--- src/rtl/dbg_entry_pkg.sv ---
package dbg_entry_pkg;

    typedef enum logic [1:0] {
        ST_RESET = 2'd0,
        ST_RUN   = 2'd1,
        ST_ENTER = 2'd2,
        ST_DEBUG = 2'd3
    } dbg_state_e;

    typedef struct packed {
        logic brk;
        logic set_req;
        logic clr_req;
        logic boot_req;
    } dbg_evt_t;

endpackage

--- src/rtl/dbg_key_unlock.sv ---
module dbg_key_unlock #(
    parameter int              KEY_W = 32,
    parameter logic [KEY_W-1:0] KEY  = 32'hA5C3_1E69
) (
    input  logic clk,
    input  logic por_n,
    input  logic rst_pin_n,
    input  logic dbg_pin,
    output logic unlocked
);
    localparam int CNT_W = $clog2(KEY_W + 1);

    logic [KEY_W-1:0] shreg;
    logic [CNT_W-1:0] cnt;
    logic [KEY_W-1:0] shreg_nxt;
    logic             last_bit;
    logic             full;

    assign shreg_nxt = {shreg[KEY_W-2:0], dbg_pin};
    assign last_bit  = (cnt == CNT_W'(KEY_W - 1));
    assign full      = (cnt == CNT_W'(KEY_W));

    // Capture window: only while the reset pin is low; a completed
    // window (match or not) saturates until the pin goes high again.
    always_ff @(posedge clk or negedge por_n) begin
        if (!por_n) begin
            shreg    <= '0;
            cnt      <= '0;
            unlocked <= 1'b0;
        end else if (rst_pin_n) begin
            cnt <= '0;
        end else if (!full) begin
            shreg <= shreg_nxt;
            cnt   <= cnt + CNT_W'(1);
            if (last_bit && (shreg_nxt == KEY))
                unlocked <= 1'b1;
        end
    end

    a_r11_unlock_sticky: assert property (@(posedge clk) disable iff (!por_n)
        unlocked |=> unlocked);

    a_r9_unlock_in_window: assert property (@(posedge clk) disable iff (!por_n)
        $rose(unlocked) |-> $past(!rst_pin_n));

    a_r9_count_bounded: assert property (@(posedge clk) disable iff (!por_n)
        cnt <= CNT_W'(KEY_W));

endmodule

--- src/rtl/dbg_boot_sampler.sv ---
module dbg_boot_sampler (
    input  logic clk,
    input  logic por_n,
    input  logic sys_rst,
    input  logic dbg_pin,
    output logic pin_low_last
);
    // Holds the pin level seen at the most recent edge with reset high.
    always_ff @(posedge clk or negedge por_n) begin
        if (!por_n)
            pin_low_last <= 1'b0;
        else if (sys_rst)
            pin_low_last <= !dbg_pin;
    end

    a_r10_hold_outside_reset: assert property (@(posedge clk) disable iff (!por_n)
        !sys_rst |=> $stable(pin_low_last));

endmodule

--- src/rtl/dbg_mode_fsm.sv ---
module dbg_mode_fsm
    import dbg_entry_pkg::*;
(
    input  logic     clk,
    input  logic     por_n,
    input  logic     sys_rst,
    input  dbg_evt_t evt,
    input  logic     exec_req,
    input  logic     wdt_en,
    output logic     dbg_active,
    output logic     halt_clr,
    output logic     fetch_stall,
    output logic     wdt_refresh
);
    dbg_state_e state, state_nxt;

    always_comb begin
        state_nxt = state;
        unique case (state)
            ST_RESET: state_nxt = evt.boot_req ? ST_ENTER : ST_RUN;
            ST_RUN:   if (evt.brk || evt.set_req) state_nxt = ST_ENTER;
            ST_ENTER,
            ST_DEBUG: state_nxt = (evt.clr_req && !evt.brk) ? ST_RUN : ST_DEBUG;
            default:  state_nxt = ST_RESET;
        endcase
        if (sys_rst)
            state_nxt = ST_RESET;
    end

    always_ff @(posedge clk or negedge por_n) begin
        if (!por_n)
            state <= ST_RESET;
        else
            state <= state_nxt;
    end

    always_comb begin
        dbg_active  = 1'b0;
        halt_clr    = 1'b0;
        unique case (state)
            ST_RESET,
            ST_RUN:   ;
            ST_ENTER: begin
                dbg_active = 1'b1;
                halt_clr   = 1'b1;
            end
            ST_DEBUG: dbg_active = 1'b1;
            default:  ;
        endcase
        fetch_stall = dbg_active && !exec_req;
        wdt_refresh = dbg_active && wdt_en;
    end

    a_r1_quiet_after_reset: assert property (@(posedge clk) disable iff (!por_n)
        sys_rst |=> (!dbg_active && !halt_clr && !fetch_stall && !wdt_refresh));

    a_r2_brk_enters: assert property (@(posedge clk) disable iff (!por_n)
        (state == ST_RUN && evt.brk && !sys_rst) |=> (dbg_active && halt_clr));

    a_r3_halt_clr_single: assert property (@(posedge clk) disable iff (!por_n)
        halt_clr |=> !halt_clr);

    a_r4_clear_exits: assert property (@(posedge clk) disable iff (!por_n)
        (dbg_active && evt.clr_req && !evt.brk && !sys_rst) |=> !dbg_active);

    a_r5_set_enters: assert property (@(posedge clk) disable iff (!por_n)
        (state == ST_RUN && evt.set_req && !sys_rst) |=> dbg_active);

    a_r6_entry_wins: assert property (@(posedge clk) disable iff (!por_n)
        (dbg_active && evt.brk && !sys_rst) |=> dbg_active);

    a_r10_boot_entry: assert property (@(posedge clk) disable iff (!por_n)
        (state == ST_RESET && evt.boot_req && !sys_rst) |=> halt_clr);

endmodule

--- src/rtl/dbg_entry_ctrl.sv ---
module dbg_entry_ctrl
    import dbg_entry_pkg::*;
#(
    parameter int               KEY_W      = 32,
    parameter logic [KEY_W-1:0] UNLOCK_KEY = 32'hA5C3_1E69
) (
    input  logic clk,
    input  logic por_n,
    input  logic sys_rst,
    input  logic brk_exec,
    input  logic dbg_pin,
    input  logic rst_pin_n,
    input  logic ctl_wr,
    input  logic ctl_wdata,
    input  logic exec_req,
    input  logic wdt_en,
    output logic fetch_stall,
    output logic halt_clr,
    output logic wdt_refresh,
    output logic dbg_active
);
    logic     unlocked;
    logic     pin_low_last;
    dbg_evt_t evt;

    dbg_key_unlock #(
        .KEY_W (KEY_W),
        .KEY   (UNLOCK_KEY)
    ) u_unlock (
        .clk       (clk),
        .por_n     (por_n),
        .rst_pin_n (rst_pin_n),
        .dbg_pin   (dbg_pin),
        .unlocked  (unlocked)
    );

    dbg_boot_sampler u_boot (
        .clk          (clk),
        .por_n        (por_n),
        .sys_rst      (sys_rst),
        .dbg_pin      (dbg_pin),
        .pin_low_last (pin_low_last)
    );

    always_comb begin
        evt.brk      = brk_exec;
        evt.set_req  = ctl_wr && ctl_wdata;
        evt.clr_req  = ctl_wr && !ctl_wdata;
        evt.boot_req = pin_low_last && unlocked;
    end

    dbg_mode_fsm u_fsm (
        .clk         (clk),
        .por_n       (por_n),
        .sys_rst     (sys_rst),
        .evt         (evt),
        .exec_req    (exec_req),
        .wdt_en      (wdt_en),
        .dbg_active  (dbg_active),
        .halt_clr    (halt_clr),
        .fetch_stall (fetch_stall),
        .wdt_refresh (wdt_refresh)
    );

    a_r7_stall_needs_active: assert property (@(posedge clk) disable iff (!por_n)
        fetch_stall |-> dbg_active);

    a_r8_refresh_needs_active: assert property (@(posedge clk) disable iff (!por_n)
        wdt_refresh |-> (dbg_active && wdt_en));

    a_r11_locked_no_boot: assert property (@(posedge clk) disable iff (!por_n)
        (!unlocked && !dbg_active && !brk_exec && !ctl_wr) |=> !halt_clr);

endmodule

--- config.mk ---
export PLATFORM = sky130hd
export DESIGN_NAME = dbg_entry_ctrl
export DESIGN_NICKNAME = d
export VERILOG_FILES = /design/src/rtl/dbg_entry_pkg.sv /design/src/rtl/dbg_key_unlock.sv /design/src/rtl/dbg_boot_sampler.sv /design/src/rtl/dbg_mode_fsm.sv /design/src/rtl/dbg_entry_ctrl.sv
export SDC_FILE = /design/constraint.sdc
export NUM_CORES = 1
export LEC_CHECK = 0
export BUFFER_PORTS_ARGS = -buffer_cell sky130_fd_sc_hd__buf_2
export CORE_MARGIN = 2
export CORE_UTILIZATION = 55
export CTS_CLUSTER_DIAMETER = 150
export DETAILED_ROUTE_END_ITERATION = 7
export PLACE_DENSITY = 0.7
export SLEW_MARGIN = 0
export SYNTH_ARGS = -nofsm -noshare
export SYNTH_HDL_FRONTEND = slang
export SYNTH_HIERARCHICAL = 1
export SYNTH_SLANG_ARGS = --single-unit
export TNS_END_PERCENT = 100
--- constraint.sdc ---
create_clock -name clk -period 4.7 [get_ports clk]
set_input_delay 0 -clock clk [delete_from_list [all_inputs] [get_ports clk]]
set_output_delay 0 -clock clk [all_outputs]
set_load 0.01 [all_outputs]
**Yosys cells after proc, flatten, opt, wreduce, memory -nomap -nowiden**

Index checks and enable logic that the tools add are counted.

- Register bits: 41
- Output and inout port bits: 4
- Input bits: 10
- Word-level logic and storage cells: 41

- Multiplexer cells: 9
- $add $sub $neg: 1
- Equality and inequality tests: 8
- Bitwise logic cells: 2
- Reduce and logical (&&, ||, !) cells: 16

Operator list:

| kind | count |
|---|---|
| equality test 32 bit, second input constant | 1 |
| 2-to-1 mux 6 bit | 2 |
| 2-to-1 mux 2 bit | 4 |
| logical AND 1 bit | 7 |
| adder 6 x 1 -> 6 bit, second input constant | 1 |
| equality test 6 x 5 -> 1 bit, second input constant | 1 |
| equality test 6 bit, second input constant | 1 |
| case mux 2 bit (3 select lines) | 1 |
| equality test 2 bit, second input constant | 2 |
| logical NOT 1 bit | 4 |
| inequality test 3 x 2 -> 1 bit, second input constant | 1 |
| AND reduction 3 bit | 1 |
| equality test 2 x 1 -> 1 bit, second input constant | 1 |
| logical NOT 2 bit | 1 |
| 2-to-1 mux 1 bit | 2 |
| inequality test 2 bit, second input constant | 1 |
| NOT 1 bit | 2 |
| AND reduction 2 bit | 1 |
| OR reduction 2 bit | 1 |
| logical OR 1 bit | 1 |

**Longest topological paths before layout**

Gate-level depths: netlist (run 1).

- Word-level depth: 6
- Gate-level depth with buffers: 5
- Depth with buffers taken out: 5

**Cells and area by module**

The synthesis (run 1) kept the hierarchy.

Modules (own cells, without submodules):

| module | times used | cells each | area each (sq um) |
|---|---|---|---|
| dbg_key_unlock | 1 | 110 | 1611.5 |
| dbg_mode_fsm | 1 | 14 | 137.6 |
| dbg_boot_sampler | 1 | 3 | 38.8 |
| dbg_entry_ctrl | 1 | 3 | 22.5 |

**Least setup slack after synthesis (run 1)**

Ideal clock, no wire load.

- Kind: reg2reg
- Start point: register u_unlock.cnt[0]
- End point: register u_unlock.shreg[17]
- Arrival time: 1.429 ns
- Cell stages (with the launch flop): 6
- Library setup time: 0.125 ns
- Clock period less this slack: 1.553 ns
- Path slack: 3.147 ns
- Cells stage by stage: dfrtp_1 inv_1 ha_1 a31oi_4 buf_4 mux2_2

- Longest elaborated chain between the ends: 3

RTL lines:

| what | RTL line | source |
|---|---|---|
| from (decl) | dbg_key_unlock.sv:14 | `logic [CNT_W-1:0] cnt;` |
| from (signal assigned) | dbg_key_unlock.sv:34 | `cnt <= cnt + CNT_W'(1);` |
| equality test 6 bit | dbg_key_unlock.sv:21 | `assign full = (cnt == CNT_W'(KEY_W));` |
| NOT 1 bit (no line) | -- |  |
| AND reduction 2 bit (no line) | -- |  |
| to (signal assigned) | dbg_key_unlock.sv:33 | `shreg <= shreg_nxt;` |
| to (decl) | dbg_key_unlock.sv:13 | `logic [KEY_W-1:0] shreg;` |

Every way passes these cells.
A chain may end at the register's enable or synchronous reset.

**Final worst setup path (run 1)**

- Start point: register u_unlock.cnt[0]
- End point: register u_unlock.shreg[18]

Same word-level chain as after synthesis.

==> metrics, run 1 <==
Post-Synthesis Cell Area between 1500 and 2000 um^2; Remaining DRCs 0; root buffer selected by CTS clkbuf_4; main flop type after synthesis dfrtp_1; Crit Path Max Fanout 34; synth cell count leaders dfrtp_1, mux2_2, and2_1, inv_1; RSZ-0062 raised after global routing no; Post-DP HPWL 1.90 mm; adder-cell share of the synthesized area 1.38%; initial antenna violation count 0; share of cells above drive strength 1 a little under two fifths; cell area after layout about 2000 um^2; clock-pin slew on the worst setup and hold paths 0.11 ns; DRT Wirelength 2.77 mm; Fill cells between 200 and 300; total grt overflow 0; Seq pwr share 61.9%; TritonCTS Sinks a little over 40; async set or reset register ratio after synthesis 100%; Post-Synth XOR/XNOR Area approximately 1.5%; internal power 638 uW; skew final roughly 0.012 ns; Synth area leaders dfrtp_1, mux2_2, mux2_1; Worst Hold Path Cells 4; Logic pwr share 19.5%; routability cong. 0.752; Antenna Cells 0; largest family of logic cells by synthesized area multiplexers; Synth cell types 39; Global Route Usage Sum 18.4%; Final period util around 45%; postcts setup bufs 0; Multi-input gate area 739 um^2; post-synthesis sequential area ratio approximately 57%; register area roughly 1000 um^2; Slew headroom 30.4%; EDFF count, synth 0; crit path DAT between 2 and 2.5 ns; CP startpoint kind flop; TritonCTS buffer count 5; R2R Path Start u_unlock/cnt[0]; HP Class in2reg; compound-cell area share of the yosys netlist under 10%; # IOs 14; Initial Util 58.3%; largest net degree at the start of global routing 42; syn avg cell area 13.9 um^2; Initial DRC Count 32; top-count cell post-synth dfrtp_1; antenna-violating nets left 0; leakage 0.918 nW; CTS tree yes; P_sw 243 uW; Fin. Hold Viols 0; syn_nets 142; Worst-Skew Late Latency approximately 0.35 ns; Required @ worst endpoint 4.93 ns; fraction of power consumed by the clock network 18.6%; chip width about 61 um; Max rail drop VDD between 0.0002 and 0.0003 V; Avg WL per Cell 14.0 um; H-tree levels 2; worst-case clock buffer depth 2; die footprint between 3000 and 4000 um^2; Die Ht 61.4 um; crit path launch u_unlock/cnt[0]; # setup viols final 0; synth warn 6; Syn Inst Count 130; Setup crit end kind flop; Max Slew Vio Count 0; Sw Share 27.5%; leading area contributor after synthesis dfrtp_1; post-synth top area share 56.7%; Final Critical Period 2.12 ns; maxcap violations 0; Vias 1083; final net count 165; synthesis-stage register bit count 41; setup TNS 0 ns; HP Start ctl_wdata; status completed; 1st-pass router iterations 4; power per cell area 436 nW/um^2; mux contribution to synthesized area 19.8%; Setup CP Type reg2reg; Post-DP Area 1900 um^2; Synth Area in Simple Gates 13.6%; worst slew pin tran 1.04 ns; Fmax 0.472 GHz; PortBufs 13; Core Rows 20; via/cell ratio 5.47; core area 3100 um^2; reg2reg path depth 4; vias in the first global route about 1100; first-pass GRT wire length 4.93 mm; Area Growth Syn to Fin 11.7%
[layout make-up]
class	count	share of cell area [%]
clock inverter	2	0.495
clock buffer	6	2.04
multi-input combinational	81	36.6
timing repair buffer	20	6.68
sequential	41	50.7
tap	44	2.72
inverter	4	0.743
[what timing repair did]
item,in CTS,in global routing
endpoints found under the hold margin,49,0
hold buffers,7,0
resized for setup,0,0
[final timing paths]
path	endpoint	slack (ns)
min in group asynchronous	u_unlock/shreg[4]	0.30
worst max-delay path	u_unlock/shreg[18]	2.58
worst min-delay path	u_fsm/state[0]	0.21
worst max register to register	u_unlock/shreg[18]	2.58
max in group asynchronous	u_unlock/shreg[0]	3.86
worst min register to register	u_unlock/unlocked	0.48
[layer usage]
| layer | global-route usage, % | vias to the layer above | wire, um |
|---|---|---|---|
| li1 | - | 518 | - |
| met1 | 22.9 | 549 | 1260 |
| met2 | 29.2 | 10 | 1380 |
| met5 | 0 | - | 0 |
| met3 | 6.51 | 6 | 85 |
| met4 | 7.90 | 0 | 51 |
[cell usage in the layout (no fill, tap or decap), drive strengths merged]
cell | Yosys | routed
or4b | 1 | 1
nor2b | 3 | 3
xor2 | 2 | 2
nand3 | 2 | 2
mux2 | 31 | 31
clkinv | 0 | 2
or2b | 1 | 1
o21ai | 2 | 2
inv | 4 | 4
a41o | 1 | 1
or2 | 1 | 1
or4bb | 3 | 3
dlygate4sd3 | 0 | 7
and2 | 5 | 5
ha | 2 | 2
nand4b | 2 | 2
xnor2 | 1 | 1
o31a | 1 | 1
mux2i | 1 | 1
o32ai | 1 | 1
or4 | 1 | 1
dfrtp | 41 | 41
buf | 3 | 13
nand4 | 1 | 1
clkbuf | 1 | 6
a21oi | 2 | 2
nor2 | 2 | 2
a31oi | 2 | 2
nor3b | 1 | 1
nor4 | 2 | 2
or3 | 3 | 3
nand2 | 2 | 2
nor3 | 4 | 4
and2b | 1 | 1
[power by group through the flow]
stage	Sequential, mW	Clock, mW	Combinational (mW)
CTS	0.546	0.173	0.175
finish	0.546	0.164	0.171
global route	0.564	0.193	0.191
detailed placement	0.555	0	0.168
global placement	0.546	0	0.161
floorplan	0.525	0	0.141
[sequential cells by signal, summed over array words and instances, names as in the netlist]
register,count
u_unlock/shreg,31
u_unlock/cnt,6
u_fsm/state,2
u_boot/pin_low_last,1
u_unlock/unlocked,1
[worst max-delay path: stages (launching register included)]
cell and delay (ns):
dfrtp_1 0.42, inv_1 0.08, ha_1 0.26, a31oi_4 0.82, mux2_2 0.42
[kinds of logic after synthesis]
family / Yosys count
AND/OR/NAND/NOR: 35
buffers and inverters: 8
flip-flops: 41
AO/OA/AOI/OAI: 9
adder cells (fa/ha/maj): 2
XOR/XNOR: 3
multiplexers: 32
[stage by stage]
stage          hold WS (ns)  power [mW]  instances  setup WS (ns)  util [%]
5_1_grt               0.197       0.949        198           2.45      65.2
3_3_place_gp          0.155       0.707        183           2.69      61.3
2_1_floorplan        -0.296       0.665        130           3.15         -
3_5_place_dp          0.170       0.723        183           2.60      61.3
6_report              0.215       0.881        198           2.58      65.2
4_1_cts               0.195       0.894        198           2.59      65.2
(Power assumes the default switching activity.)
==> run 2: changes to the inputs <==
==> constraint.sdc (replaced) <==
create_clock -name clk -period 2.15 [get_ports clk]
set_input_delay 0 -clock clk [delete_from_list [all_inputs] [get_ports clk]]
set_output_delay 0 -clock clk [all_outputs]
set_load 0.01 [all_outputs]
==> metrics, run 2 (same netlist as run 1, synthesis figures left out) <==
# IOs 14 (unchanged); final net count 166 (+0.61%); # setup viols final 0 (unchanged); share of cells above drive strength 1 37.0% (unchanged); slowest CP cell dfrtp_1; RSZ-0062 raised after global routing no; H-tree levels 2 (unchanged); crit path launch u_unlock/cnt[0]; postcts setup bufs 0 (unchanged); via/cell ratio 5.51 (+0.74%); CTS tree yes; register area 1030 um^2 (unchanged); CP startpoint kind flop; Crit Path Max Fanout 34 (unchanged); power per cell area 960 nW/um^2 (+120%); PortBufs 13 (unchanged); Worst-Skew Late Latency 0.34 ns (about the same); worst-case clock buffer depth 2 (unchanged); setup TNS 0 ns (unchanged); antenna-violating nets left 0 (unchanged); clock-pin slew on the worst setup and hold paths 0.11 ns (about the same); Initial DRC Count 27 (-16%); Area Growth Syn to Fin 13.0%; Slew headroom 41.0% (+11 points); Post-DP Area 1920 um^2 (+1.1%); HP Start ctl_wdata; TritonCTS Sinks 41 (unchanged); first-pass GRT wire length 5.18 mm (+4.9%); core area 3100 um^2 (unchanged); worst path cell trace inv_1 > ha_1 > a31oi_4 > buf_12 > mux2_2; Initial Util 58.3% (unchanged); Multi-input gate area 739 um^2 (unchanged); largest net degree at the start of global routing 42 (unchanged); Remaining DRCs 0 (unchanged); Max rail drop VDD 0.000555 V (+120%); Fmax 0.590 GHz (+25%); 1st-pass router iterations 4 (unchanged); initial antenna violation count 0 (unchanged); Post-DP HPWL 2.04 mm (+7.5%); Required @ worst endpoint 2.38 ns (-2.55 ns); CP peak stage delay 0.43 ns (-0.39 ns); status completed; Global Route Usage Sum 19.4% (+0.99 points); Max Slew Vio Count 0 (unchanged); die footprint 3770 um^2 (unchanged); skew final 0.00924 ns (-0.00247 ns); max reg flops 31 (unchanged); Final period util 78.8% (+34 points); Fill cells 268 (+5.1%); Setup crit end kind flop; maxcap violations 0 (unchanged); routability cong. 0.825 (+9.7%); CTS Hold Buffers Added 7 (unchanged); vias in the first global route 1138 (+1.9%); chip width 61.4 um (unchanged); Antenna Cells 0 (unchanged); TritonCTS buffer count 5 (unchanged); Final Critical Period 1.69 ns (-0.423 ns); Core Rows 20 (unchanged); Die Ht 61.4 um (unchanged); HP Class in2reg; cell area after layout 2050 um^2 (+1.2%); Avg WL per Cell 15.2 um (+8.2%); worst slew pin tran 0.885 ns (-0.159 ns); reg2reg path depth 5 (+1); Most flops, register u_unlock/shreg; Setup CP Type reg2reg; post-cts gate resize count 0 (unchanged); Worst Hold Path Cells 4 (unchanged); most common cell after layout, fill and taps aside dfrtp_1; crit path DAT 1.92 ns (-0.43 ns); leakage 0.926 nW (+0.96%); R2R Path Start u_unlock/cnt[0]; Vias 1091 (+0.74%); total grt overflow 0 (unchanged); root buffer selected by CTS clkbuf_4; most frequent cells in the layout dfrtp_1, mux2_2, buf_2, dlygate4sd3_1, clkbuf_4; DRT Wirelength 3.00 mm (+8.2%); Fin. Hold Viols 0 (unchanged); Largest regs u_unlock/shreg (31), u_unlock/cnt (6), u_fsm/state (2)
run 2: final timing paths:
path | slack, ns | endpoint
max in group asynchronous | 1.29 | u_unlock/shreg[20]
setup reg to reg | 0.46 | u_unlock/shreg[23]
hold reg to reg | 0.49 | u_unlock/unlocked
hold / removal | 0.21 | u_fsm/state[0]
setup / recovery | 0.46 | u_unlock/shreg[23]
min in group asynchronous | 0.31 | u_unlock/shreg[7]
run 2: layout make-up:
class / instances / share of cell area [%]
Sequential cell: 41 / 50.2
Multi-Input combinational cell: 81 / 36.1
Timing Repair Buffer: 21 / 7.58
Clock buffer: 7 / 2.69
Tap cell: 44 / 2.69
Inverter: 4 / 0.734
run 2: critical path, delay by kind of cell, from the launching register on:
family	cells	cell delay [ns]
adder cells (fa/ha/maj)	1	0.27
flip-flops	1	0.43
AO/OA/AOI/OAI	1	0.18
multiplexers	1	0.36
buffers and inverters	2	0.32
run 2: where the power goes:
| part | total [mW] | switching, mW | internal (mW) |
|---|---|---|---|
| Clock | 0.383 | 0.229 | 0.155 |
| Combinational | 0.389 | 0.132 | 0.257 |
| Sequential | 1.19 | 0.173 | 1.02 |
| Total | 1.96 | 0.534 | 1.43 |
run 2: per-layer routing:
metal | up-vias | wire length (um) | part of all wire (%) | global-route usage (%)
met5 | - | 0 | 0 | 0
met4 | 0 | 48 | 1.6 | 9.42
met3 | 5 | 91 | 3.0 | 3.78
met2 | 22 | 1590 | 53 | 33.0
met1 | 550 | 1270 | 42 | 23.7
li1 | 514 | - | - | -
run 2: through the flow:
| step | worst slack, ns | hold slack (ns) | utilization, % | total power [mW] | instances |
|---|---|---|---|---|---|
| 3_5_place_dp | 0.527 | 0.177 | 61.9 | 1.59 | 184 |
| 4_1_cts | 0.476 | 0.195 | 65.9 | 2.00 | 198 |
| 5_1_grt | 0.362 | 0.220 | 65.9 | 2.10 | 198 |
| 2_1_floorplan | 0.597 | -0.296 | - | 1.45 | 130 |
| 6_report | 0.456 | 0.214 | 65.9 | 1.96 | 198 |
| 3_3_place_gp | 0.588 | 0.156 | 61.9 | 1.55 | 184 |
==> run 3: changes to the inputs <==
--- a/config.mk
+++ b/config.mk
@@ -5,6 +5,7 @@
 export SDC_FILE = /design/constraint.sdc
 export NUM_CORES = 1
 export LEC_CHECK = 0
+export ABC_AREA = 1
 export BUFFER_PORTS_ARGS = -buffer_cell sky130_fd_sc_hd__buf_2
 export CORE_MARGIN = 2
 export CORE_UTILIZATION = 55
==> constraint.sdc (replaced) <==
create_clock -name clk -period 1.7 [get_ports clk]
set_input_delay 0 -clock clk [delete_from_list [all_inputs] [get_ports clk]]
set_output_delay 0 -clock clk [all_outputs]
set_load 0.01 [all_outputs]
==> metrics, run 3 <==
PortBufs 13 (unchanged); Remaining DRCs 0 (unchanged); TritonCTS Sinks 41 (unchanged); Seq pwr share 62.2% (+1.5 points); async set or reset register ratio after synthesis 100% (unchanged); Core Rows 21 (+5.0%); Fmax 0.716 GHz (+21%); Syn Inst Count 236 (+82%); Global Route Usage Sum 18.6% (-0.76 points); Worst-Skew Late Latency 0.34 ns (about the same); Setup CP Type reg2reg; Post-Synthesis Cell Area 1890 um^2 (+4.6%); Sw Share 28.7% (+1.5 points); most common cell after layout, fill and taps aside nand2_1; synthesis-stage register bit count 41 (unchanged); largest net degree at the start of global routing 42 (unchanged); Die Ht 62.7 um (+2.1%); post-synth top area share 54.2% (-2.5 points); 1st-pass router iterations 4 (unchanged); Max Slew Vio Count 0 (unchanged); RSZ-0062 raised after global routing no; clock-pin slew on the worst setup and hold paths 0.12 ns (about the same); final net count 270 (+63%); # IOs 14 (unchanged); setup TNS 0 ns (unchanged); main flop type after synthesis dfrtp_1; Synth cell types 19 (-51%); DRT Wirelength 3.13 mm (+4.2%); EDFF count, synth 0 (unchanged); slowest CP cell dfrtp_1; worst slew pin tran 0.504 ns (-0.381 ns); CTS tree yes; Setup crit end kind flop; first-pass GRT wire length 5.80 mm (+12%); Most flops, register u_unlock/shreg; Area Growth Syn to Fin 11.5%; # setup viols final 0 (unchanged); worst path cell trace inv_1 > ha_1 > nand4_4 > nand2_2 > buf_12 > nor2_1 > a21oi_1; chip width 62.7 um (+2.1%); P_sw 553 uW (+3.5%); worst-case clock buffer depth 2 (unchanged); core area 3310 um^2 (+6.7%); maxcap violations 0 (unchanged); Fin. Hold Viols 0 (unchanged); Vias 1449 (+33%); post-cts gate resize count 0 (unchanged); Synth area leaders dfrtp_1, nand2_1, nor2_1; total grt overflow 0 (unchanged); HP Class in2reg; Worst Hold Path Cells 6 (+2); reg2reg path depth 7 (+2); root buffer selected by CTS clkbuf_4; initial antenna violation count 0 (unchanged); internal power 1.37 mW (-4.0%); crit path DAT 1.66 ns (-0.26 ns); H-tree levels 2 (unchanged); syn avg cell area 8.02 um^2 (-42%); power per cell area 913 nW/um^2 (-5.0%); Slew headroom 66.4% (+25 points); fraction of power consumed by the clock network 22.4% (+2.9 points); die footprint 3930 um^2 (+4.3%); CP startpoint kind flop; Initial DRC Count 88 (+230%); via/cell ratio 4.78 (-13%); Largest regs u_unlock/shreg (31), u_unlock/cnt (6), u_fsm/state (2); skew final 0.0163 ns (+0.00708 ns); CP peak stage delay 0.45 ns (+0.02 ns); Initial Util 57.2% (-1.2 points); TritonCTS buffer count 5 (unchanged); Avg WL per Cell 10.3 um (-32%); most frequent cells in the layout nand2_1, dfrtp_1, nor2_1, inv_1, nand3_1; Final period util 82.1% (+3.3 points); antenna-violating nets left 0 (unchanged); share of cells above drive strength 1 11.7% (-25 points); syn_nets 248 (+75%); Logic pwr share 15.4% (-4.4 points); synth warn 6 (unchanged); leakage 1.14 nW (+23%); Post-DP HPWL 2.05 mm (+0.51%); Max rail drop VDD 0.000606 V (+9.1%); routability cong. 0.740 (-10%); synth cell count leaders nand2_1, dfrtp_1, nor2_1; top-count cell post-synth nand2_1; Crit Path Max Fanout 38 (+12%); leading area contributor after synthesis dfrtp_1; Final Critical Period 1.40 ns (-0.298 ns); Required @ worst endpoint 1.97 ns (-0.41 ns); Antenna Cells 0 (unchanged); status completed; PnR Total Power 1.93 mW (-1.9%); post-synthesis sequential area ratio 54.2% (-2.5 points); vias in the first global route 1403 (+23%); max reg flops 31 (unchanged)
-- run 3: cell families after synthesis --
group	Yosys count	synth area share, %
buffers and inverters	38	8.59
AOI/OAI and AO/OA	17	4.49
and+or+nand+nor	134	29.5
adders and majority gates	2	1.32
DFF	41	54.2
xor gates and xnor gates	4	1.85
-- run 3: power groups by stage --
stage | Combinational [mW] | Clock, mW | Sequential [mW]
finish | 0.297 | 0.431 | 1.20
global route | 0.355 | 0.487 | 1.22
CTS | 0.302 | 0.455 | 1.20
detailed placement | 0.290 | 0 | 1.22
global placement | 0.281 | 0 | 1.22
floorplan | 0.214 | 0 | 1.20
-- run 3: path summary, 6_finish.rpt --
path                                   start            endpoint  slack (ns)
setup / recovery             u_unlock/cnt[0]   u_unlock/shreg[0]        0.30
hold / removal                        ctl_wr      u_fsm/state[0]        0.04
hold reg to reg            u_unlock/unlocked   u_unlock/unlocked        0.48
setup reg to reg             u_unlock/cnt[0]   u_unlock/shreg[0]        0.30
max in group asynchronous              por_n  u_unlock/shreg[23]        1.11
min in group asynchronous              por_n   u_unlock/shreg[4]        0.24
-- run 3: what timing repair did --
item,CTS,global route
buffers inserted,0,0
hold buffers,6,0
hold endpoints to repair,50,0
-- run 3: area by class of cell --
class | instances | area, um^2
timing repair buffer | 23 | 168
fill | 304 | 1200
multi-input combinational | 157 | 704
clock inverter | 1 | 5.00
clock buffer | 5 | 37.5
inverter | 30 | 113
tap | 46 | 57.6
sequential | 41 | 1030
-- run 3: worst max-delay path, delay by kind of cell (launching register included) --
family	cells	cell delay, ns
AOI/OAI and AO/OA	1	0.15
adders and majority gates	1	0.18
buffers and inverters	2	0.27
DFF	1	0.45
and+or+nand+nor	3	0.27
-- run 3: routing by layer --
metal | up-vias | part of all wire (%) | global-route usage, %
met4 | 0 | 1.8 | 7.50
met1 | 663 | 49 | 23.7
met3 | 7 | 3.7 | 5.41
met5 | - | 0 | 0
met2 | 20 | 45 | 30.0
li1 | 759 | - | -
-- run 3: metrics by stage --
| stage | util (%) | hold WS (ns) | instance area, um^2 | worst slack (ns) | std cells |
|---|---|---|---|---|---|
| 2_1_floorplan | - | -0.296 | 1890 | 0.385 | 236 |
| 6_report | 63.8 | 0.0410 | 2110 | 0.304 | 303 |
| 4_1_cts | 63.8 | 0.0254 | 2110 | 0.300 | 303 |
| 5_1_grt | 63.8 | 0.0434 | 2110 | 0.199 | 303 |
| 3_3_place_gp | 60.7 | 0.0915 | 2010 | 0.389 | 291 |
| 3_5_place_dp | 60.7 | 0.0897 | 2010 | 0.332 | 291 |
